## config.mk

```make
export PLATFORM = sky130hd
export DESIGN_NAME = bcd_clock_regs
export DESIGN_NICKNAME = d
export VERILOG_FILES = /design/src/rtl/bcd_clock_pkg.sv /design/src/rtl/bcd_pair_ctr.sv /design/src/rtl/bcd_time_chain.sv /design/src/rtl/bcd_date_chain.sv /design/src/rtl/bcd_read_port.sv /design/src/rtl/bcd_clock_regs.sv
export SDC_FILE = /design/constraint.sdc
export NUM_CORES = 1
export LEC_CHECK = 0
export ABC_AREA = 1
export BUFFER_PORTS_ARGS = -buffer_cell sky130_fd_sc_hd__buf_2
export CAP_MARGIN = 0
export CELL_PAD_IN_SITES_DETAIL_PLACEMENT = 1
export CELL_PAD_IN_SITES_GLOBAL_PLACEMENT = 1
export CORE_AREA = 3 3 93 95
export DETAILED_ROUTE_END_ITERATION = 7
export DIE_AREA = 0 0 96 98
export GPL_TIMING_DRIVEN = 0
export PLACE_DENSITY = 0.88
export SLEW_MARGIN = 15
export SYNTH_ARGS = -nofsm -noshare
export SYNTH_HDL_FRONTEND = slang
export SYNTH_SLANG_ARGS = --single-unit
```

## constraint.sdc

```tcl
create_clock -name clk -period 2 [get_ports clk]
set_input_delay 0.2 -clock clk [delete_from_list [all_inputs] [get_ports clk]]
set_output_delay 0.2 -clock clk [all_outputs]
set_load 0.03 [all_outputs]
```

## src/rtl/bcd_clock_pkg.sv

```systemverilog
package bcd_clock_pkg;

  localparam int ADDR_W = 4;
  localparam int DIG_W  = 4;
  localparam int N_ADDR = 1 << ADDR_W;

  typedef logic [DIG_W-1:0]  digit_t;
  typedef logic [ADDR_W-1:0] addr_t;

  localparam addr_t A_TEST   = 4'd0;
  localparam addr_t A_TENTHS = 4'd1;
  localparam addr_t A_SEC_U  = 4'd2;
  localparam addr_t A_SEC_T  = 4'd3;
  localparam addr_t A_MIN_U  = 4'd4;
  localparam addr_t A_MIN_T  = 4'd5;
  localparam addr_t A_HR_U   = 4'd6;
  localparam addr_t A_HR_T   = 4'd7;
  localparam addr_t A_DAY_U  = 4'd8;
  localparam addr_t A_DAY_T  = 4'd9;
  localparam addr_t A_DOW    = 4'd10;
  localparam addr_t A_MON_U  = 4'd11;
  localparam addr_t A_MON_T  = 4'd12;
  localparam addr_t A_LEAP   = 4'd13;
  localparam addr_t A_RUN    = 4'd14;

  localparam digit_t BCD_MAX  = 4'd9;
  localparam digit_t GUARD_RD = 4'hF;

  // Last day of the month as two BCD digits {tens, units}
  function automatic logic [7:0] last_day_bcd(input digit_t mon_t,
                                              input digit_t mon_u,
                                              input logic   leap_now);
    logic [4:0] m;
    m = (mon_t != 4'd0) ? (5'd10 + {1'b0, mon_u}) : {1'b0, mon_u};
    case (m)
      5'd2:                    return leap_now ? 8'h29 : 8'h28;
      5'd4, 5'd6, 5'd9, 5'd11: return 8'h30;
      default:                 return 8'h31;
    endcase
  endfunction

endpackage

```

## src/rtl/bcd_pair_ctr.sv

```systemverilog
module bcd_pair_ctr
  import bcd_clock_pkg::*;
#(
  parameter int     TENS_W    = 3,
  parameter digit_t MIN_UNITS = 4'd0
) (
  input  logic   clk,
  input  logic   rst_n,
  input  logic   clr_i,
  input  logic   inc_i,
  input  digit_t max_t_i,
  input  digit_t max_u_i,
  input  logic   wr_u_i,
  input  logic   wr_t_i,
  input  digit_t wdata_i,
  output digit_t units_o,
  output digit_t tens_o,
  output logic   wrap_o
);
  localparam digit_t TENS_MASK = digit_t'((1 << TENS_W) - 1);

  digit_t units_q, tens_q, units_d, tens_d;
  logic   at_max, en;

  always_comb begin
    at_max  = (tens_q == max_t_i) && (units_q == max_u_i);
    units_d = units_q;
    tens_d  = tens_q;
    if (inc_i) begin
      if (at_max) begin
        units_d = MIN_UNITS;
        tens_d  = '0;
      end else if (units_q >= BCD_MAX) begin
        units_d = '0;
        tens_d  = (tens_q + 4'd1) & TENS_MASK;
      end else begin
        units_d = units_q + 4'd1;
      end
    end
    if (clr_i) begin
      units_d = MIN_UNITS;
      tens_d  = '0;
    end
    if (wr_u_i) units_d = wdata_i;
    if (wr_t_i) tens_d  = wdata_i & TENS_MASK;
  end

  assign en     = inc_i | clr_i | wr_u_i | wr_t_i;
  assign wrap_o = inc_i & at_max;

  always_ff @(posedge clk or negedge rst_n) begin
    if (!rst_n) begin
      units_q <= MIN_UNITS;
      tens_q  <= '0;
    end else if (en) begin
      units_q <= units_d;
      tens_q  <= tens_d;
    end
  end

  assign units_o = units_q;
  assign tens_o  = tens_q;

  AST_PAIR_WRAP: assert property (@(posedge clk) disable iff (!rst_n)
    (inc_i && at_max && !wr_u_i && !wr_t_i && !clr_i) |=> (tens_q == 4'd0 && units_q == MIN_UNITS));
  AST_PAIR_HOLD: assert property (@(posedge clk) disable iff (!rst_n)
    (!inc_i && !clr_i && !wr_u_i && !wr_t_i) |=> ($stable(units_q) && $stable(tens_q)));
  AST_TENS_WIDTH: assert property (@(posedge clk) disable iff (!rst_n)
    wr_t_i |=> ((tens_q & ~TENS_MASK) == 4'd0));

endmodule

```

## src/rtl/bcd_time_chain.sv

```systemverilog
module bcd_time_chain
  import bcd_clock_pkg::*;
(
  input  logic   clk,
  input  logic   rst_n,
  input  logic   inc_i,
  input  logic   run_i,
  input  logic   wr_i,
  input  addr_t  addr_i,
  input  digit_t wdata_i,
  output digit_t tenths_o,
  output digit_t sec_u_o,
  output digit_t sec_t_o,
  output digit_t min_u_o,
  output digit_t min_t_o,
  output digit_t hr_u_o,
  output digit_t hr_t_o,
  output logic   day_wrap_o
);
  digit_t tenths_q, tenths_d;
  logic   tenths_en, tenths_wrap, sec_wrap, min_wrap;

  always_comb begin
    tenths_d  = tenths_q;
    tenths_en = 1'b0;
    if (!run_i) begin
      tenths_d  = '0;
      tenths_en = 1'b1;
    end else if (inc_i) begin
      tenths_d  = (tenths_q >= BCD_MAX) ? 4'd0 : tenths_q + 4'd1;
      tenths_en = 1'b1;
    end
  end

  assign tenths_wrap = inc_i & run_i & (tenths_q >= BCD_MAX);

  always_ff @(posedge clk or negedge rst_n) begin
    if (!rst_n)         tenths_q <= '0;
    else if (tenths_en) tenths_q <= tenths_d;
  end

  bcd_pair_ctr #(.TENS_W(3), .MIN_UNITS(4'd0)) u_sec (
    .clk, .rst_n, .clr_i(!run_i), .inc_i(tenths_wrap),
    .max_t_i(4'd5), .max_u_i(4'd9), .wr_u_i(1'b0), .wr_t_i(1'b0),
    .wdata_i, .units_o(sec_u_o), .tens_o(sec_t_o), .wrap_o(sec_wrap)
  );

  bcd_pair_ctr #(.TENS_W(3), .MIN_UNITS(4'd0)) u_min (
    .clk, .rst_n, .clr_i(1'b0), .inc_i(sec_wrap),
    .max_t_i(4'd5), .max_u_i(4'd9),
    .wr_u_i(wr_i && addr_i == A_MIN_U), .wr_t_i(wr_i && addr_i == A_MIN_T),
    .wdata_i, .units_o(min_u_o), .tens_o(min_t_o), .wrap_o(min_wrap)
  );

  bcd_pair_ctr #(.TENS_W(2), .MIN_UNITS(4'd0)) u_hr (
    .clk, .rst_n, .clr_i(1'b0), .inc_i(min_wrap),
    .max_t_i(4'd2), .max_u_i(4'd3),
    .wr_u_i(wr_i && addr_i == A_HR_U), .wr_t_i(wr_i && addr_i == A_HR_T),
    .wdata_i, .units_o(hr_u_o), .tens_o(hr_t_o), .wrap_o(day_wrap_o)
  );

  assign tenths_o = tenths_q;

  AST_SECONDS_HELD: assert property (@(posedge clk) disable iff (!rst_n)
    (!run_i) |=> (tenths_q == 4'd0 && sec_u_o == 4'd0 && sec_t_o == 4'd0));
  AST_TENTHS_BCD: assert property (@(posedge clk) disable iff (!rst_n)
    tenths_q <= BCD_MAX);

endmodule

```

## src/rtl/bcd_date_chain.sv

```systemverilog
module bcd_date_chain
  import bcd_clock_pkg::*;
(
  input  logic   clk,
  input  logic   rst_n,
  input  logic   day_inc_i,
  input  logic   wr_i,
  input  addr_t  addr_i,
  input  digit_t wdata_i,
  output digit_t dow_o,
  output digit_t day_u_o,
  output digit_t day_t_o,
  output digit_t mon_u_o,
  output digit_t mon_t_o
);
  logic [2:0] dow_q, dow_d;
  digit_t     leap_q, leap_d;
  logic       dow_en, leap_en, wr_dow, wr_leap, mon_wrap, year_wrap;
  logic [7:0] last_day;

  assign wr_dow  = wr_i && addr_i == A_DOW;
  assign wr_leap = wr_i && addr_i == A_LEAP;
  assign last_day = last_day_bcd(mon_t_o, mon_u_o, leap_q[3]);

  bcd_pair_ctr #(.TENS_W(2), .MIN_UNITS(4'd1)) u_day (
    .clk, .rst_n, .clr_i(1'b0), .inc_i(day_inc_i),
    .max_t_i(last_day[7:4]), .max_u_i(last_day[3:0]),
    .wr_u_i(wr_i && addr_i == A_DAY_U), .wr_t_i(wr_i && addr_i == A_DAY_T),
    .wdata_i, .units_o(day_u_o), .tens_o(day_t_o), .wrap_o(mon_wrap)
  );

  bcd_pair_ctr #(.TENS_W(1), .MIN_UNITS(4'd1)) u_mon (
    .clk, .rst_n, .clr_i(1'b0), .inc_i(mon_wrap),
    .max_t_i(4'd1), .max_u_i(4'd2),
    .wr_u_i(wr_i && addr_i == A_MON_U), .wr_t_i(wr_i && addr_i == A_MON_T),
    .wdata_i, .units_o(mon_u_o), .tens_o(mon_t_o), .wrap_o(year_wrap)
  );

  always_comb begin
    dow_d  = dow_q;
    dow_en = 1'b0;
    if (wr_dow) begin
      dow_d  = wdata_i[2:0];
      dow_en = 1'b1;
    end else if (day_inc_i) begin
      dow_d  = (dow_q == 3'd7) ? 3'd1 : dow_q + 3'd1;
      dow_en = 1'b1;
    end
  end

  always_comb begin
    leap_d  = leap_q;
    leap_en = 1'b0;
    if (wr_leap) begin
      leap_d  = wdata_i;
      leap_en = 1'b1;
    end else if (year_wrap) begin
      leap_d  = {leap_q[0], leap_q[3:1]};
      leap_en = 1'b1;
    end
  end

  always_ff @(posedge clk or negedge rst_n) begin
    if (!rst_n) begin
      dow_q  <= 3'd1;
      leap_q <= 4'b1000;
    end else begin
      if (dow_en)  dow_q  <= dow_d;
      if (leap_en) leap_q <= leap_d;
    end
  end

  assign dow_o = {1'b0, dow_q};

  AST_LEAP_STABLE: assert property (@(posedge clk) disable iff (!rst_n)
    (!wr_leap && !year_wrap) |=> $stable(leap_q));
  AST_LEAP_ONE_HOT_KEPT: assert property (@(posedge clk) disable iff (!rst_n)
    (!wr_leap && $onehot0(leap_q) && $countones(leap_q) == 1) |=> ($countones(leap_q) == 1));
  AST_DOW_RANGE: assert property (@(posedge clk) disable iff (!rst_n)
    (day_inc_i && !wr_dow && dow_q != 3'd0) |=> (dow_q != 3'd0));
  AST_YEAR_START: assert property (@(posedge clk) disable iff (!rst_n)
    (year_wrap && !wr_i) |=> (mon_u_o == 4'd1 && mon_t_o == 4'd0 && day_u_o == 4'd1 && day_t_o == 4'd0));

endmodule

```

## src/rtl/bcd_read_port.sv

```systemverilog
module bcd_read_port
  import bcd_clock_pkg::*;
(
  input  logic                    clk,
  input  logic                    rst_n,
  input  logic                    inc_i,
  input  logic                    rd_i,
  input  addr_t                   addr_i,
  input  logic [N_ADDR-1:0][DIG_W-1:0] dig_i,
  output digit_t                  rdata_o
);
  logic   flag_q, flag_d;
  digit_t rdata_q, rdata_d;

  always_comb begin
    flag_d  = flag_q;
    rdata_d = rdata_q;
    if (rd_i) begin
      rdata_d = flag_q ? GUARD_RD : dig_i[addr_i];
      flag_d  = 1'b0;
    end
    if (inc_i) flag_d = 1'b1;
  end

  always_ff @(posedge clk or negedge rst_n) begin
    if (!rst_n) begin
      flag_q  <= 1'b0;
      rdata_q <= '0;
    end else begin
      flag_q <= flag_d;
      if (rd_i) rdata_q <= rdata_d;
    end
  end

  assign rdata_o = rdata_q;

  AST_FLAG_SET: assert property (@(posedge clk) disable iff (!rst_n)
    inc_i |=> flag_q);
  AST_FLAG_CLEARED: assert property (@(posedge clk) disable iff (!rst_n)
    (rd_i && !inc_i) |=> !flag_q);
  AST_READ_GUARD: assert property (@(posedge clk) disable iff (!rst_n)
    (rd_i && flag_q) |=> (rdata_o == GUARD_RD));

endmodule

```

## src/rtl/bcd_clock_regs.sv

```systemverilog
module bcd_clock_regs
  import bcd_clock_pkg::*;
(
  input  logic       clk,
  input  logic       rst_n,
  input  logic       tick_i,
  input  logic       wr_i,
  input  logic       rd_i,
  input  logic [3:0] addr_i,
  input  logic [3:0] wdata_i,
  output logic [3:0] rdata_o,
  output logic       test_o
);
  logic   rst_meta, rst_sync_n;
  logic   run_q, run_d, test_q, test_d, inc, day_wrap;
  digit_t tenths, sec_u, sec_t, min_u, min_t, hr_u, hr_t;
  digit_t dow, day_u, day_t, mon_u, mon_t;
  logic [N_ADDR-1:0][DIG_W-1:0] dig;

  // Reset asserts at once, releases on the clock
  always_ff @(posedge clk or negedge rst_n) begin
    if (!rst_n) begin
      rst_meta   <= 1'b0;
      rst_sync_n <= 1'b0;
    end else begin
      rst_meta   <= 1'b1;
      rst_sync_n <= rst_meta;
    end
  end

  always_comb begin
    run_d  = run_q;
    test_d = test_q;
    if (wr_i && addr_i == A_RUN)  run_d  = wdata_i[0];
    if (wr_i && addr_i == A_TEST) test_d = wdata_i[3];
  end

  always_ff @(posedge clk or negedge rst_sync_n) begin
    if (!rst_sync_n) begin
      run_q  <= 1'b0;
      test_q <= 1'b0;
    end else begin
      run_q  <= run_d;
      test_q <= test_d;
    end
  end

  assign inc = tick_i & run_q;

  bcd_time_chain u_time (
    .clk, .rst_n(rst_sync_n), .inc_i(inc), .run_i(run_q), .wr_i, .addr_i, .wdata_i,
    .tenths_o(tenths), .sec_u_o(sec_u), .sec_t_o(sec_t), .min_u_o(min_u), .min_t_o(min_t),
    .hr_u_o(hr_u), .hr_t_o(hr_t), .day_wrap_o(day_wrap)
  );

  bcd_date_chain u_date (
    .clk, .rst_n(rst_sync_n), .day_inc_i(day_wrap), .wr_i, .addr_i, .wdata_i,
    .dow_o(dow), .day_u_o(day_u), .day_t_o(day_t), .mon_u_o(mon_u), .mon_t_o(mon_t)
  );

  always_comb begin
    dig           = '0;
    dig[A_TENTHS] = tenths;
    dig[A_SEC_U]  = sec_u;
    dig[A_SEC_T]  = sec_t;
    dig[A_MIN_U]  = min_u;
    dig[A_MIN_T]  = min_t;
    dig[A_HR_U]   = hr_u;
    dig[A_HR_T]   = hr_t;
    dig[A_DAY_U]  = day_u;
    dig[A_DAY_T]  = day_t;
    dig[A_DOW]    = dow;
    dig[A_MON_U]  = mon_u;
    dig[A_MON_T]  = mon_t;
  end

  bcd_read_port u_rd (
    .clk, .rst_n(rst_sync_n), .inc_i(inc), .rd_i, .addr_i, .dig_i(dig), .rdata_o
  );

  assign test_o = test_q;

  AST_RUN_LATCH: assert property (@(posedge clk) disable iff (!rst_sync_n)
    (wr_i && addr_i == A_RUN) |=> (run_q == $past(wdata_i[0])));
  AST_TEST_LATCH: assert property (@(posedge clk) disable iff (!rst_sync_n)
    (wr_i && addr_i == A_TEST) |=> (test_o == $past(wdata_i[3])));

endmodule

```

# Word-level counts from Yosys, hierarchy flattened
# Index checks and enable logic that the tools add are counted.
# op_classes
add_sub_neg	13
n_mul	0
div	0
magnitude_cmp	7
eq_ne	30
shifts	0
mux	62
bitwise	17
n_reduce_logical	49
# op_table
operator	n
4-bit 2-to-1 mux	47
4-bit == test (second input constant)	9
4-bit by 1-bit adder with 4-bit output (second input constant)	6
4-bit by 3-bit == test with 1-bit output (second input constant)	6
4-bit >= comparator (second input constant)	6
2-bit nonzero test	11
1-bit logical AND	17
4-bit binary-select mux with 4-bit select	1
8-bit one-hot mux with 2 select lines	1
2-bit AND reduction	8
3-bit AND reduction	5
4-bit by 2-bit == test with 1-bit output (second input constant)	3
3-bit nonzero test	4
5-bit by 3-bit == test with 1-bit output (second input constant)	2
5-bit by 4-bit == test with 1-bit output (second input constant)	2
3-bit by 1-bit adder with 3-bit output (second input constant)	3
1-bit 2-to-1 mux	9
3-bit 2-to-1 mux	3
1-bit OR	9
1-bit AND	8
4-bit == test	2
4-bit by 4-bit adder with 5-bit output (first input constant)	1
5-bit by 2-bit == test with 1-bit output (second input constant)	1
4-bit by 5-bit less-than comparator with 1-bit output (second input constant)	1
11 further kinds	13
# totals
ff_bits	60
latch_bits	0
mem_bits_rw	0
mem_bits_ro	0
input_bits	13
output_inout_bits	5
elab_cells	197
memories	0

# Depth between registers and ports, before layout
# Gate-level depths: netlist of run 1.
# depth
depth_word	12
ltp_mapped	17
depth_no_buf	17

# By module
# From an unflattened synthesis of run 1, not the netlist that was laid out.
# hier_totals
hier_cells	821
area_unflattened_um2	5123.7
# modules_own_cells
module	n_inst	cells_each	area_each_um2
bcd_pair_ctr (u_time.u_min ...)	2	106	676.9
bcd_read_port	1	167	874.6
bcd_date_chain	1	102	666.9
bcd_pair_ctr (u_date.u_day)	1	97	604.3
bcd_pair_ctr (u_time.u_hr)	1	88	575.6
bcd_pair_ctr (u_date.u_mon)	1	86	551.8
bcd_time_chain	1	46	310.3
bcd_clock_regs	1	23	186.4

# Worst setup path before layout of run 1
# No wires, ideal clock.
# synth_path
path_kind	register to register
startpoint	reg u_date.u_mon.units_q[1], in the netlist u_date.u_mon.units_o[1]
endpoint	reg u_date.u_day.tens_q[1], in the netlist u_date.u_day.tens_o[1]
setup_ns	0.116
arrival_ns	1.669
t_required_ns	1.884
setup_slack_ns	0.214
stages_incl_launch_ff	14
cell_sequence	dfrtp_1 -> ha_1 -> nand2_1 -> nand2_2 -> nor2_4 -> nand3_2 -> nand2_1 -> nand2_1 -> nor2_4 -> nand2_2 -> nand3_2 -> nand2_1 -> nand2_1 -> nand2_1
# synth_via
elab_chain_len	10
# synth_lines
item	line	rtl
from (decl)	bcd_pair_ctr.sv:22	digit_t units_q, tens_q, units_d, tens_d;
from (signal assigned)	bcd_pair_ctr.sv:56	units_q <= units_d;
4-bit by 4-bit adder with 5-bit output	bcd_clock_pkg.sv:34	m = (mon_t != 4'd0) ? (5'd10 + {1'b0, mon_u}) : {1'b0, mon_u};
5-bit 2-to-1 mux *	bcd_clock_pkg.sv:34	
5-bit by 3-bit == test with 1-bit output or 5-bit by 4-bit == test with 1-bit output (tied branches)	bcd_clock_pkg.sv:35	case (m)
4-bit OR reduction	bcd_clock_pkg.sv:35	
8-bit one-hot mux with 2 select lines *	bcd_clock_pkg.sv:35	
4-bit == test	bcd_pair_ctr.sv:26	at_max = (tens_q == max_t_i) && (units_q == max_u_i);
1-bit logical AND *	bcd_pair_ctr.sv:26	
4-bit 2-to-1 mux	bcd_pair_ctr.sv:30	if (at_max) begin
4-bit 2-to-1 mux	bcd_pair_ctr.sv:29	if (inc_i) begin
4-bit 2-to-1 mux	bcd_pair_ctr.sv:45	if (wr_t_i) tens_d = wdata_i & TENS_MASK;
to (signal assigned)	bcd_pair_ctr.sv:57	tens_q <= tens_d;
to (decl)	bcd_pair_ctr.sv:22	
# Every way passes the cells marked *; elsewhere a longest branch is shown, timed or not. The select of a mux whose other input is x is not followed.
# A chain may end at the register's enable or synchronous reset.

# Final worst setup path of run 1
# layout_path
startpoint	reg u_date.u_mon.units_q[2], in the netlist u_date.u_mon.units_o[2]
endpoint	reg u_date.leap_q[0]
# layout_via
elab_chain_len	12
# layout_lines
item	line	rtl
4-bit by 4-bit adder with 5-bit output	bcd_clock_pkg.sv:34	
5-bit 2-to-1 mux	bcd_clock_pkg.sv:34	
5-bit by 3-bit == test with 1-bit output or 5-bit by 4-bit == test with 1-bit output (tied branches)	bcd_clock_pkg.sv:35	
4-bit OR reduction	bcd_clock_pkg.sv:35	
8-bit one-hot mux with 2 select lines	bcd_clock_pkg.sv:35	
4-bit == test	bcd_pair_ctr.sv:26	
1-bit logical AND	bcd_pair_ctr.sv:26	
1-bit AND	bcd_pair_ctr.sv:49	assign wrap_o = inc_i & at_max;
1-bit AND *	bcd_pair_ctr.sv:49	
1-bit 2-to-1 mux	bcd_date_chain.sv:57	end else if (year_wrap) begin
1-bit 2-to-1 mux	bcd_date_chain.sv:54	if (wr_leap) begin
2-bit AND reduction (no source line) *	--	
to (signal assigned)	bcd_date_chain.sv:69	if (leap_en) leap_q <= leap_d;
to (decl)	bcd_date_chain.sv:17	digit_t leap_q, leap_d;
# Every way passes the cells marked *; elsewhere a longest branch is shown, timed or not.

==> metrics.txt, run 1 <==
hold depth 3; Gate power share 0.423; clock tree sinks 51; Slew @ Worst Pin 0.5624 ns; H-tree levels 2; vias per cell 5.541; share of cells above drive strength 1 0.1605; DP Worst Slack -0.1035 ns; Fmax achieved between 500 and 600 MHz; Die Ht just under 100 um; synth cell count leaders nand2_1 (103), inv_1 (72), dfrtp_1 (47); outcome finished clean; Setup crit end kind flop; hold path endpoint u_rd.flag_q$_DFFE_PN0P_; Sw Pwr roughly 0.0016 W; unrepaired setup endpoints after global routing true; reg-to-reg endpoint u_date.leap_q[0]$_DFFE_PN0P_; syn avg cell area 7.512 sq um; worst reg2reg setup slack 0.05 ns; Setup WS post-layout 0.05249 ns; wire length of the first global-routing pass approximately 17000 um; dominant cells by area after synthesis dfrtp_1 (33%), nand2_1 (11%), ha_1 (9.0%); DR top layer met4; Switching Share 0.4242; die area 0.009408 sq mm; crit start category flop; gr ovfl total 0; drt pass-1 iters 4; Port Buf Inserts 17; Layout Nets roughly 560; Clock Power Share 0.176; top cell type's share of synthesized area 0.3255; core area between 0.007 and 0.008 sq mm; Area Overhead vs Synth 14.40%; final worst-path cycle share 0.9738; CTS tree yes; Post-DP HPWL 8018 um; M1 wire length 4751 um; delay-heaviest family, CP simple AND/OR/NAND/NOR gates; Critical Path AT between 2 and 2.5 ns; Syn Nets 520; Fin. Hold Viols 0; WL met2 5241 um; clock period minus worst slack a little under 2 ns; CP max FO 4; EDFF count, synth 0; CP Data Required Time 2.20 ns; Mapped Area 0.003613 sq mm; CTS Buffer Depth 2; Root Buffer clkbuf_8; Crit Reg-Reg Startpoint u_date.u_mon.units_o[2]$_DFFE_PN0P_; Pins Over Slew Limit 0; ANT cells 0; DRC viols 0; ANT nets after route 0; DRT Wirelength 10550 um; DR vias approximately 3400; WL met3 270 um; Hold Crit Class in2reg; static leakage roughly 1.9 nW; Initial DRC Count about 160; Num CTS Buffers 5; Peak VDD IR 0.4485 mV; ys flop type dfrtp_1; gr usage total 0.2339; Yosys cell types 39; Starting Density 0.4628; Top-Level Pins 18; Max stage delay cell, worst path dfrtp_2; Setup Crit Path Kind reg2reg; total power 0.003835 W; initial antenna violation count 0; sequential area share after synthesis 0.3546; Worst-path clk slew 0.10 ns; area leader, netlist dfrtp_1; HP Start tick_i; DR WL/cell 17.05 um; Buf/Inv on CP 0; largest stage delay on the critical path approximately 0.46 ns; Final GP Congestion 0.8633; pin count of the biggest net entering global routing 33; Max Cap Violations 0; yosys synthesis warning count 0; CP Cell Sequence ha_4 -> nand2_4 -> nand2_4 -> nor2_4 -> nand3_2 -> nand2_2 -> nand3_2 -> nor2_4 -> nand4_1 -> nand2_1 -> nand3_1; via count of the first global-routing pass 3624; Pwr Density between 900 and 1000 mW/mm^2; Die Wd 96 um; share of synthesized registers carrying an async set or reset 1.000; Flop pwr share 0.400; clk_lat worst skew 0.31 ns; R2R depth 11; FP Rows 32; most common cell in the synthesized netlist nand2_1; Yosys reg bits 51; clock skew slightly below 0.01 ns; relative slew slack 0.6237; # setup viols final 0; post-synthesis instance total 481; Internal 0.002208 W
through the flow:
step	setup TNS (ns)	area, sq um	utilization	hold WS (ns)	instances
final	0	4134	0.5295	0.1468	619
after global routing	-0.9362	4134	0.5295	0.1680	619
after CTS	-0.004382	4008	0.5133	0.1488	614
after detailed placement	-0.7701	3847	0.4928	-0.01016	601
after global placement	-9.539	3826	0.4901	-0.01481	600
after floorplan	0	3613	-	-0.09559	481
layout by cell type (no fill, tap or decap), drive strengths merged:
cell type    netlist  routed
a21oi             10      10
a221oi             1       1
a22oi              2       2
a2bb2oi            1       1
a31oi              2       2
a41oi              4       4
buf                1      28
clkbuf             2      10
clkinv             4       3
clkinvlp           0       1
conb               1       1
dfrtp             47      47
dfstp              4       4
dlygate4sd3        0       1
ha                26      26
inv               75      75
nand2            111     111
nand3             42      42
nand3b             2       2
nand4             10      10
nor2              45      45
nor3               4       4
nor3b              1       1
nor4               1       1
o211ai             3       3
o21ai             42      42
o221ai            10      10
o22a               1       1
o22ai             15      15
o31ai              2       2
xnor2              4       4
xor2               8       8
state kept, by name (all words and copies together) (netlist names):
signal                flops
u_time.u_sec.tens_o       3
u_rd.rdata_o              4
u_date.dow_q              3
rst_sync_n                1
u_rd.flag_q               1
rst_meta                  1
u_time.u_sec.units_o      4
run_q                     1
u_date.u_mon.tens_o       1
u_date.u_day.units_o      4
test_o                    1
u_date.leap_q             4
u_time.u_min.tens_o       3
u_time.u_min.units_o      4
u_date.u_mon.units_o      4
u_date.u_day.tens_o       2
u_time.tenths_o           4
u_time.u_hr.units_o       4
u_time.u_hr.tens_o        2
power by group through the flow:
stage | clock network (W) | logic [W] | registers [W]
6_report | 0.000676 | 0.00162 | 0.00154
5_1_grt | 0.000731 | 0.00185 | 0.00157
4_1_cts | 0.000688 | 0.00148 | 0.00153
3_5_place_dp | 0 | 0.00142 | 0.00155
3_3_place_gp | 0 | 0.00132 | 0.00155
2_1_floorplan | 0 | 0.00104 | 0.00151
worst register-to-register path: cells and delay by family (launching register included):
| kind | cells | cell delay [ns] |
|---|---|---|
| and+or+nand+nor | 10 | 1.12 |
| DFF | 1 | 0.46 |
| adders and majority gates | 1 | 0.26 |
worst max-delay path by stage:
stage | cells past startpoint | endpoint | slack (ns) | startpoint
floorplan | 13 | u_date.u_day.tens_o[1]$_DFFE_PN0P_ | 0.21 | u_date.u_mon.units_o[1]$_DFFE_PN0P_
global placement | 0 | u_date.leap_q[1]$_DFFE_PN0P_ | -0.21 | rst_sync_n$_DFF_PN0_
detailed placement | 12 | u_date.leap_q[0]$_DFFE_PN0P_ | -0.10 | u_time.tenths_o[0]$_DFFE_PN0P_
CTS | 13 | u_date.leap_q[0]$_DFFE_PN0P_ | -0.004 | u_time.u_sec.units_o[1]$_DFFE_PN0P_
global route | 12 | u_date.leap_q[2]$_DFFE_PN0P_ | -0.11 | u_date.u_mon.units_o[1]$_DFFE_PN0P_
finish | 11 | u_date.leap_q[0]$_DFFE_PN0P_ | 0.05 | u_date.u_mon.units_o[2]$_DFFE_PN0P_
repair_timing:
item                                    4_1_cts  5_1_grt
gates resized for setup                       5       24
buffers inserted                              4        5
hold buffers                                  1        0
endpoints found under the hold margin         2        0
pin swaps                                     2       16
endpoints found under the setup margin       16       19
per-layer routing:
metal / vias up / track usage
met1: 1682 / 0.2981
met2: 51 / 0.3951
met5: - / 0
met4: 0 / 0.08315
met3: 22 / 0.03698
li1: 1675 / -
cells by family (layout without fill, tap and decap cells):
group | count (synthesis) | after routing | share of synthesized area
flip-flops | 51 | 51 | 0.3546
AND/OR/NAND/NOR | 216 | 216 | 0.2798
other | 1 | 1 | 0.001038
buffers and inverters | 82 | 118 | 0.08830
AO/OA/AOI/OAI | 93 | 93 | 0.1572
XOR/XNOR | 12 | 12 | 0.02909
adder cells (fa/ha/maj) | 26 | 26 | 0.09003
area by class of cell:
cell class / instances / area [sq um]
Fill cell: 1010 / 3674
Sequential cell: 51 / 1286
Clock buffer: 8 / 100.1
Timing Repair Buffer: 28 / 186.4
Buffer: 3 / 15.01
Multi-Input combinational cell: 348 / 2110
Inverter: 79 / 309.0
Tap cell: 102 / 127.6
Power figures use the tool's default switching activity.
==> run 2, diff against run 1 <==
==> constraint.sdc (replaced) <==
create_clock -name clk -period 2 [get_ports clk]
set_input_delay 0.6 -clock clk [delete_from_list [all_inputs] [get_ports clk]]
set_output_delay 0.6 -clock clk [all_outputs]
set_load 0.03 [all_outputs]
==> run 2 against run 1 <==
Against the previous run:
- global-route usage barely moved
- setup slack improved by 0.00079 ns
- core utilization barely moved
- sequential cell count did not move
- final cell count fell by 0.16%
- combinational power barely moved
- critical path depth did not move
- power fell by 0.12%
- critical endpoint unchanged
==> metrics.txt, run 2 (synthesized netlist as in run 1, its figures left out) <==
CP Data Required Time 2.19 ns (was 2.20 ns); CP max FO 4 (unchanged); Top-Level Pins 18 (unchanged); gr usage total 0.2336 (was 0.2339); fin area 0.004131 sq mm (was 0.004134 sq mm); vias per cell 5.558 (was 5.541); H-tree levels 2 (unchanged); unrepaired setup endpoints after global routing true (unchanged); Max stage delay cell, worst path dfrtp_2 (unchanged); CP Cell Sequence ha_4 -> nand2_4 -> nand2_4 -> nor2_4 -> nand3_2 -> nand2_2 -> nand3_2 -> nor2_4 -> nand4_1 -> nand2_1 -> nand3_1 (unchanged); relative slew slack 0.6270 (was 0.6237); Max Cap Violations 0 (unchanged); Slew @ Worst Pin 0.5575 ns (was 0.5624 ns); Num CTS Buffers 5 (unchanged); share of cells above drive strength 1 0.1667 (was 0.1605); Setup crit end kind flop (unchanged); Filler Cells Inserted 1010 (unchanged); Fmax achieved 513.7 MHz (was 513.5 MHz); Worst-path clk slew 0.10 ns (about the same); Final GP Congestion 0.8633 (unchanged); Root Buffer clkbuf_8 (unchanged); delay-heaviest family, CP simple AND/OR/NAND/NOR gates (unchanged); clock skew 0.009791 ns (was 0.009723 ns); CTS tree yes (unchanged); Initial DRC Count 157 (was 155); commonest non-fill, non-tap cells in the layout nand2_1 (96), inv_1 (69), dfrtp_1 (43), nor2_1 (38), o21ai_0 (37) (was nand2_1 (96), inv_1 (69), dfrtp_1 (43), nor2_1 (41), o21ai_0 (37)); Cell Area, Placed 0.003847 sq mm (unchanged); Setup Crit Path Kind reg2reg (unchanged); Port Buf Inserts 17 (unchanged); largest stage delay on the critical path 0.46 ns (about the same); static leakage 1.938 nW (was 1.942 nW); Starting Density 0.4628 (unchanged); CTS Buffer Depth 2 (unchanged); DRC viols 0 (unchanged); DRT Wirelength 10570 um (was 10550 um); Peak VDD IR 0.4458 mV (was 0.4485 mV); clock period minus worst slack 1.947 ns (was 1.948 ns); Switching Share 0.4238 (was 0.4242); Die Ht 98 um (unchanged); Gate power share 0.424 (was 0.423); pin count of the biggest net entering global routing 33 (unchanged); setup_tns 0 ns (unchanged); final worst-path cycle share 0.9734 (was 0.9738); Sw Pwr 0.001623 W (was 0.001627 W); Critical Path AT 2.14 ns (about the same); Die Wd 96 um (unchanged); die area 0.009408 sq mm (unchanged); Internal 0.002207 W (was 0.002208 W); core area 0.007807 sq mm (unchanged); Buf/Inv on CP 0 (unchanged); clk_lat worst skew 0.31 ns (about the same); Hold Crit Class in2async (was in2reg); ANT nets after route 0 (unchanged); Layout Nets 554 (was 555); Pins Over Slew Limit 0 (unchanged); Area Overhead vs Synth 14.34% (was 14.40%); initial antenna violation count 0 (unchanged); via count of the first global-routing pass 3612 (was 3624); clock tree sinks 51 (unchanged); ANT cells 0 (unchanged); wire length of the first global-routing pass 17460 um (was 17490 um); Flop pwr share 0.401 (was 0.400); Post-DP HPWL 8018 um (unchanged); gr ovfl total 0 (unchanged); Clock Power Share 0.175 (was 0.176); DR vias 3435 (was 3430); Fin. Hold Viols 0 (unchanged); DR WL/cell 17.10 um (was 17.05 um); most common library cell in the layout ignoring fill and taps nand2_1 (unchanged); CTS Hold Bufs 0 (was 1); Pwr Density 927.1 mW/mm^2 (was 927.6 mW/mm^2); # setup viols final 0 (unchanged); crit start category flop (unchanged); FP Rows 32 (unchanged); drt pass-1 iters 4 (unchanged); outcome finished clean (unchanged)
[run 2: cell count changes in the layout (fill, tap and decap cells not counted)]
cell / delta
dlygate4sd3_1: -1
nor2_1: -3
nor2_2: +3
[run 2: worst paths after layout]
kind | start | endpoint | slack (ns) | cells after the start
max in group asynchronous | rst_sync_n$_DFF_PN0_ | u_date.u_day.units_o[0]$_DFFE_PN1P_ | 1.19 | 1
hold reg to reg | rst_sync_n$_DFF_PN0_ | u_time.u_sec.tens_o[1]$_DFFE_PN0P_ | 0.21 | 0
setup reg to reg | u_date.u_mon.units_o[2]$_DFFE_PN0P_ | u_date.leap_q[0]$_DFFE_PN0P_ | 0.05 | 11
setup / recovery | u_date.u_mon.units_o[2]$_DFFE_PN0P_ | u_date.leap_q[0]$_DFFE_PN0P_ | 0.05 | 11
hold / removal | rst_n | rst_meta$_DFF_PN0_ | 0.06 | 1
min in group clk | rst_meta$_DFF_PN0_ | rst_sync_n$_DFF_PN0_ | 0.37 | 0
[run 2: through the flow]
step | power (W) | utilization | hold slack, ns | worst slack, ns | std cells
floorplan | 0.002549 | - | 0.3044 | 0.2141 | 481
global placement | 0.002872 | 0.4901 | 0.3420 | -0.3168 | 600
detailed placement | 0.002970 | 0.4928 | 0.2179 | -0.3720 | 601
CTS | 0.003692 | 0.5123 | 0.05336 | -0.004382 | 613
global route | 0.004150 | 0.5292 | 0.04713 | -0.1080 | 618
finish | 0.003830 | 0.5292 | 0.06131 | 0.05327 | 618
[run 2: layout make-up]
| class | count | area, sq um | share of cell area |
|---|---|---|---|
| multi-input cells | 348 | 2117 | 0.5124 |
| flip-flops and latches | 51 | 1286 | 0.3113 |
| inverters | 79 | 309.0 | 0.07480 |
| repair buffers | 27 | 176.4 | 0.04270 |
| well taps | 102 | 127.6 | 0.03089 |
| clock buffers | 8 | 100.1 | 0.02423 |
| plain buffers | 3 | 15.01 | 0.003634 |
[run 2: timing repair]
action                                  4_1_cts  5_1_grt
gates resized for setup                       6       26
pin swaps                                     2       16
endpoints found under the setup margin       18       21
buffers inserted                              4        5
[run 2: worst reg2reg max path, delay by kind of cell, from the launching register on]
| family | cells | cell delay [ns] |
|---|---|---|
| simple gates | 10 | 1.12 |
| flops | 1 | 0.46 |
| fa+ha+maj | 1 | 0.26 |
[run 2: routing by layer]
layer  wire, um  GRT usage
met1       4724     0.2981
met2       5288     0.3941
met3        280    0.03698
met4        274    0.08315
met5          0          0
[run 2: power by group through the flow]
stage               registers, W  logic (W)  clock network (W)
global route             0.00157    0.00185           0.000731
detailed placement       0.00155    0.00142                  0
global placement         0.00155    0.00132                  0
CTS                      0.00153    0.00148           0.000688
finish                   0.00154    0.00162           0.000671
floorplan                0.00151    0.00104                  0
==> run 3, diff against run 2 <==
- ABC_AREA: 1 -> not set
- CORE_AREA: 3 3 93 95 -> 3 3 92 94
- DIE_AREA: 0 0 96 98 -> 0 0 95 97
- clock period: 2 -> 2.18 ns (I/O delays scaled with it)
==> run 3 against run 2 <==
Against the previous run:
- the run now ends with setup timing left
- die area fell by 2.1%
- final cell count decreased by 6.3%
- sequential power down 9%
- final area is 13% higher
- area after synthesis increased by 0.59%
- critical path depth fell by 4
==> metrics.txt, run 3 <==
Top-Level Pins 18 (unchanged); DR WL/cell 26.29 um (was 17.10 um); # setup viols final 35 (was 0); CP max FO 7 (was 4); final worst-path cycle share 1.186 (was 0.9734); Port Buf Inserts 14 (was 17); failing checks setup timing; Flop pwr share 0.385 (was 0.401); Cell Area, Placed 0.003906 sq mm (was 0.003847 sq mm); relative slew slack 0.2926 (was 0.6270); post-layout util 0.6054 (was 0.5292); Setup crit end kind flop (unchanged); Internal 0.002191 W (was 0.002207 W); ANT nets after route 0 (unchanged); Starting Density 0.4704 (was 0.4628); Hold Crit Class in2async (unchanged); Layout Nets 515 (was 554); area leader, netlist dfrtp_1 (unchanged); gr usage total 0.2763 (was 0.2336); CTS tree yes (unchanged); Die Ht 97 um (was 98 um); die area 0.009215 sq mm (was 0.009408 sq mm); Final GP Congestion 0.8639 (was 0.8633); pin count of the biggest net entering global routing 26 (was 33); ys flop type dfrtp_1 (unchanged); delay-heaviest family, CP simple AND/OR/NAND/NOR gates (unchanged); Worst-path clk slew 0.10 ns (about the same); crit start category flop (unchanged); Slew @ Worst Pin 1.052 ns (was 0.5575 ns); sequential area share after synthesis 0.3525 (was 0.3546); Fmax achieved 386.7 MHz (was 513.7 MHz); wire length of the first global-routing pass 19930 um (was 17460 um); outcome finished, violations left (was finished clean); Pins Over Slew Limit 0 (unchanged); DRC viols 0 (unchanged); Yosys cell types 60 (was 39); post-synthesis instance total 417 (was 481); Sw Pwr 0.001436 W (was 0.001623 W); CP Cell Sequence ha_4 -> nand4bb_4 -> a211oi_4 -> mux2i_2 -> nand4_4 -> or4_1 -> a31oi_1 (was ha_4 -> nand2_4 -> nand2_4 -> nor2_4 -> nand3_2 -> nand2_2 -> nand3_2 -> nor2_4 -> nand4_1 -> nand2_1 -> nand3_1); Buf/Inv on CP 0 (unchanged); CTS Buffer Depth 2 (unchanged); Initial DRC Count 339 (was 157); static leakage 1.973 nW (was 1.938 nW); CP Data Required Time 2.41 ns (was 2.19 ns); Mapped Area 0.003635 sq mm (was 0.003613 sq mm); FP Rows 32 (unchanged); gr ovfl total 0 (unchanged); clock skew 0.01240 ns (was 0.009791 ns); most common cell in the synthesized netlist dfrtp_1 (was nand2_1); Post-DP HPWL 7870 um (was 8018 um); fin area 0.004678 sq mm (was 0.004131 sq mm); commonest non-fill, non-tap cells in the layout dfrtp_1 (40), nor2_1 (38), nand2_1 (37), buf_4 (30), o21ai_0 (23) (was nand2_1 (96), inv_1 (69), dfrtp_1 (43), nor2_1 (38), o21ai_0 (37)); Num CTS Buffers 5 (unchanged); clk_lat worst skew 0.32 ns (was 0.31 ns); dominant cells by area after synthesis dfrtp_1 (32%), ha_1 (9.0%), o21ai_0 (4.4%) (was dfrtp_1 (33%), nand2_1 (11%), ha_1 (9.0%)); top cell type's share of synthesized area 0.3236 (was 0.3255); Fin. Hold Viols 0 (unchanged); unrepaired setup endpoints after global routing true (unchanged); via count of the first global-routing pass 3867 (was 3612); Syn Nets 456 (was 520); most common library cell in the layout ignoring fill and taps dfrtp_1 (was nand2_1); clock tree sinks 51 (unchanged); Max stage delay cell, worst path dfrtp_2 (unchanged); initial antenna violation count 0 (unchanged); Area Overhead vs Synth 28.71% (was 14.34%); Setup WS post-layout -0.4063 ns (was 0.05327 ns); ANT cells 0 (unchanged); DRT Wirelength 15220 um (was 10570 um); Switching Share 0.3959 (was 0.4238); Max Cap Violations 0 (unchanged); largest stage delay on the critical path 0.45 ns (was 0.46 ns); Root Buffer clkbuf_8 (unchanged); yosys synthesis warning count 0 (unchanged); synth cell count leaders dfrtp_1 (47), nand2_1 (41), nor2_1 (40) (was nand2_1 (103), inv_1 (72), dfrtp_1 (47)); Filler Cells Inserted 906 (was 1010); CTS Hold Bufs 0 (unchanged); Clock Power Share 0.229 (was 0.175); clock period minus worst slack 2.586 ns (was 1.947 ns); syn avg cell area 8.716 sq um (was 7.512 sq um); DR vias 3907 (was 3435); H-tree levels 2 (unchanged); core area 0.007727 sq mm (was 0.007807 sq mm); share of synthesized registers carrying an async set or reset 1.000 (unchanged); Gate power share 0.386 (was 0.424); Pwr Density 775.3 mW/mm^2 (was 927.1 mW/mm^2); Peak VDD IR 0.3613 mV (was 0.4458 mV); Setup Crit Path Kind reg2reg (unchanged); drt pass-1 iters 7 (was 4); Die Wd 95 um (was 96 um); EDFF count, synth 0 (unchanged); vias per cell 6.748 (was 5.558); Yosys reg bits 51 (unchanged); share of cells above drive strength 1 0.3019 (was 0.1667); Critical Path AT 2.82 ns (was 2.14 ns)
-- run 3: cell types whose count changed in the layout (fill, tap and decap cells not counted), sizes merged, moves of 10 or more --
cell	change
nor2b	+10
inv	-54
mux2i	+10
nand3	-20
o22ai	-14
buf	+33
nand2	-70
a31oi	+12
-- run 3: stage by stage --
| stage | setup TNS (ns) | setup WS (ns) | std cells | total power [W] | hold WS, ns |
|---|---|---|---|---|---|
| floorplan | -0.3487 | -0.1383 | 417 | 0.002060 | 0.3312 |
| global placement | -11.74 | -0.5327 | 533 | 0.002288 | 0.3418 |
| detailed placement | -14.51 | -0.6195 | 534 | 0.002379 | 0.3117 |
| CTS | -1.648 | -0.2328 | 559 | 0.003334 | 0.09689 |
| global route | -8.327 | -0.4797 | 579 | 0.003773 | 0.1034 |
| finish | -5.887 | -0.4063 | 579 | 0.003627 | 0.1011 |
-- run 3: timing repair --
item / in CTS / in global routing
resized for setup: 40 / 53
buffers inserted: 18 / 20
pin swaps: 18 / 21
endpoints found under the setup margin: 37 / 33
-- run 3: cells by family after synthesis --
| group | count (synthesis) | synth area share |
|---|---|---|
| simple gates | 182 | 0.2695 |
| compound gates | 95 | 0.1687 |
| flops | 51 | 0.3525 |
| buf+inv | 40 | 0.04440 |
| fa+ha+maj | 26 | 0.08950 |
| mux | 18 | 0.06472 |
| xor+xnor | 4 | 0.009640 |
| other cells | 1 | 0.001032 |
-- run 3: cell type report --
cell class / instances / area [sq um] / area share
Inverter: 22 / 82.58 / 0.01765
Tap cell: 102 / 127.6 / 0.02728
Timing Repair Buffer: 53 / 417.9 / 0.08933
Buffer: 17 / 98.84 / 0.02113
Clock buffer: 5 / 68.82 / 0.01471
Sequential cell: 51 / 1290 / 0.2757
Clock inverter: 3 / 67.56 / 0.01444
Multi-Input combinational cell: 326 / 2525 / 0.5397
-- run 3: per-layer routing --
metal / vias to the layer above / share of wire / global-route usage
met2: 276 / 0.48 / 0.4572
met1: 1897 / 0.38 / 0.3430
li1: 1641 / - / -
met4: 0 / 0.065 / 0.1410
met3: 93 / 0.072 / 0.04277
met5: - / 0 / 0
-- run 3: power groups by stage --
stage | Clock [W] | Combinational (W) | Sequential, W
after floorplan | 0 | 0.000721 | 0.00134
after global placement | 0 | 0.000918 | 0.00137
after detailed placement | 0 | 0.00100 | 0.00138
after CTS | 0.000828 | 0.00115 | 0.00136
after global routing | 0.000864 | 0.00149 | 0.00142
final | 0.000831 | 0.00140 | 0.00140
-- run 3: worst paths after layout --
path | startpoint | end | slack [ns] | depth (start not counted)
worst max-delay path | u_date.u_mon.units_o[1]$_DFFE_PN0P_ | u_date.u_mon.units_o[3]$_DFFE_PN0P_ | -0.41 | 7
min in group clk | rst_meta$_DFF_PN0_ | rst_sync_n$_DFF_PN0_ | 0.37 | 0
worst max register to register | u_date.u_mon.units_o[1]$_DFFE_PN0P_ | u_date.u_mon.units_o[3]$_DFFE_PN0P_ | -0.41 | 7
worst min register to register | rst_sync_n$_DFF_PN0_ | u_date.u_day.units_o[3]$_DFFE_PN0P_ | 0.29 | 0
max in group asynchronous | rst_sync_n$_DFF_PN0_ | u_date.dow_q[0]$_DFFE_PN1P_ | 1.24 | 1
worst min-delay path | rst_n | rst_sync_n$_DFF_PN0_ | 0.10 | 1
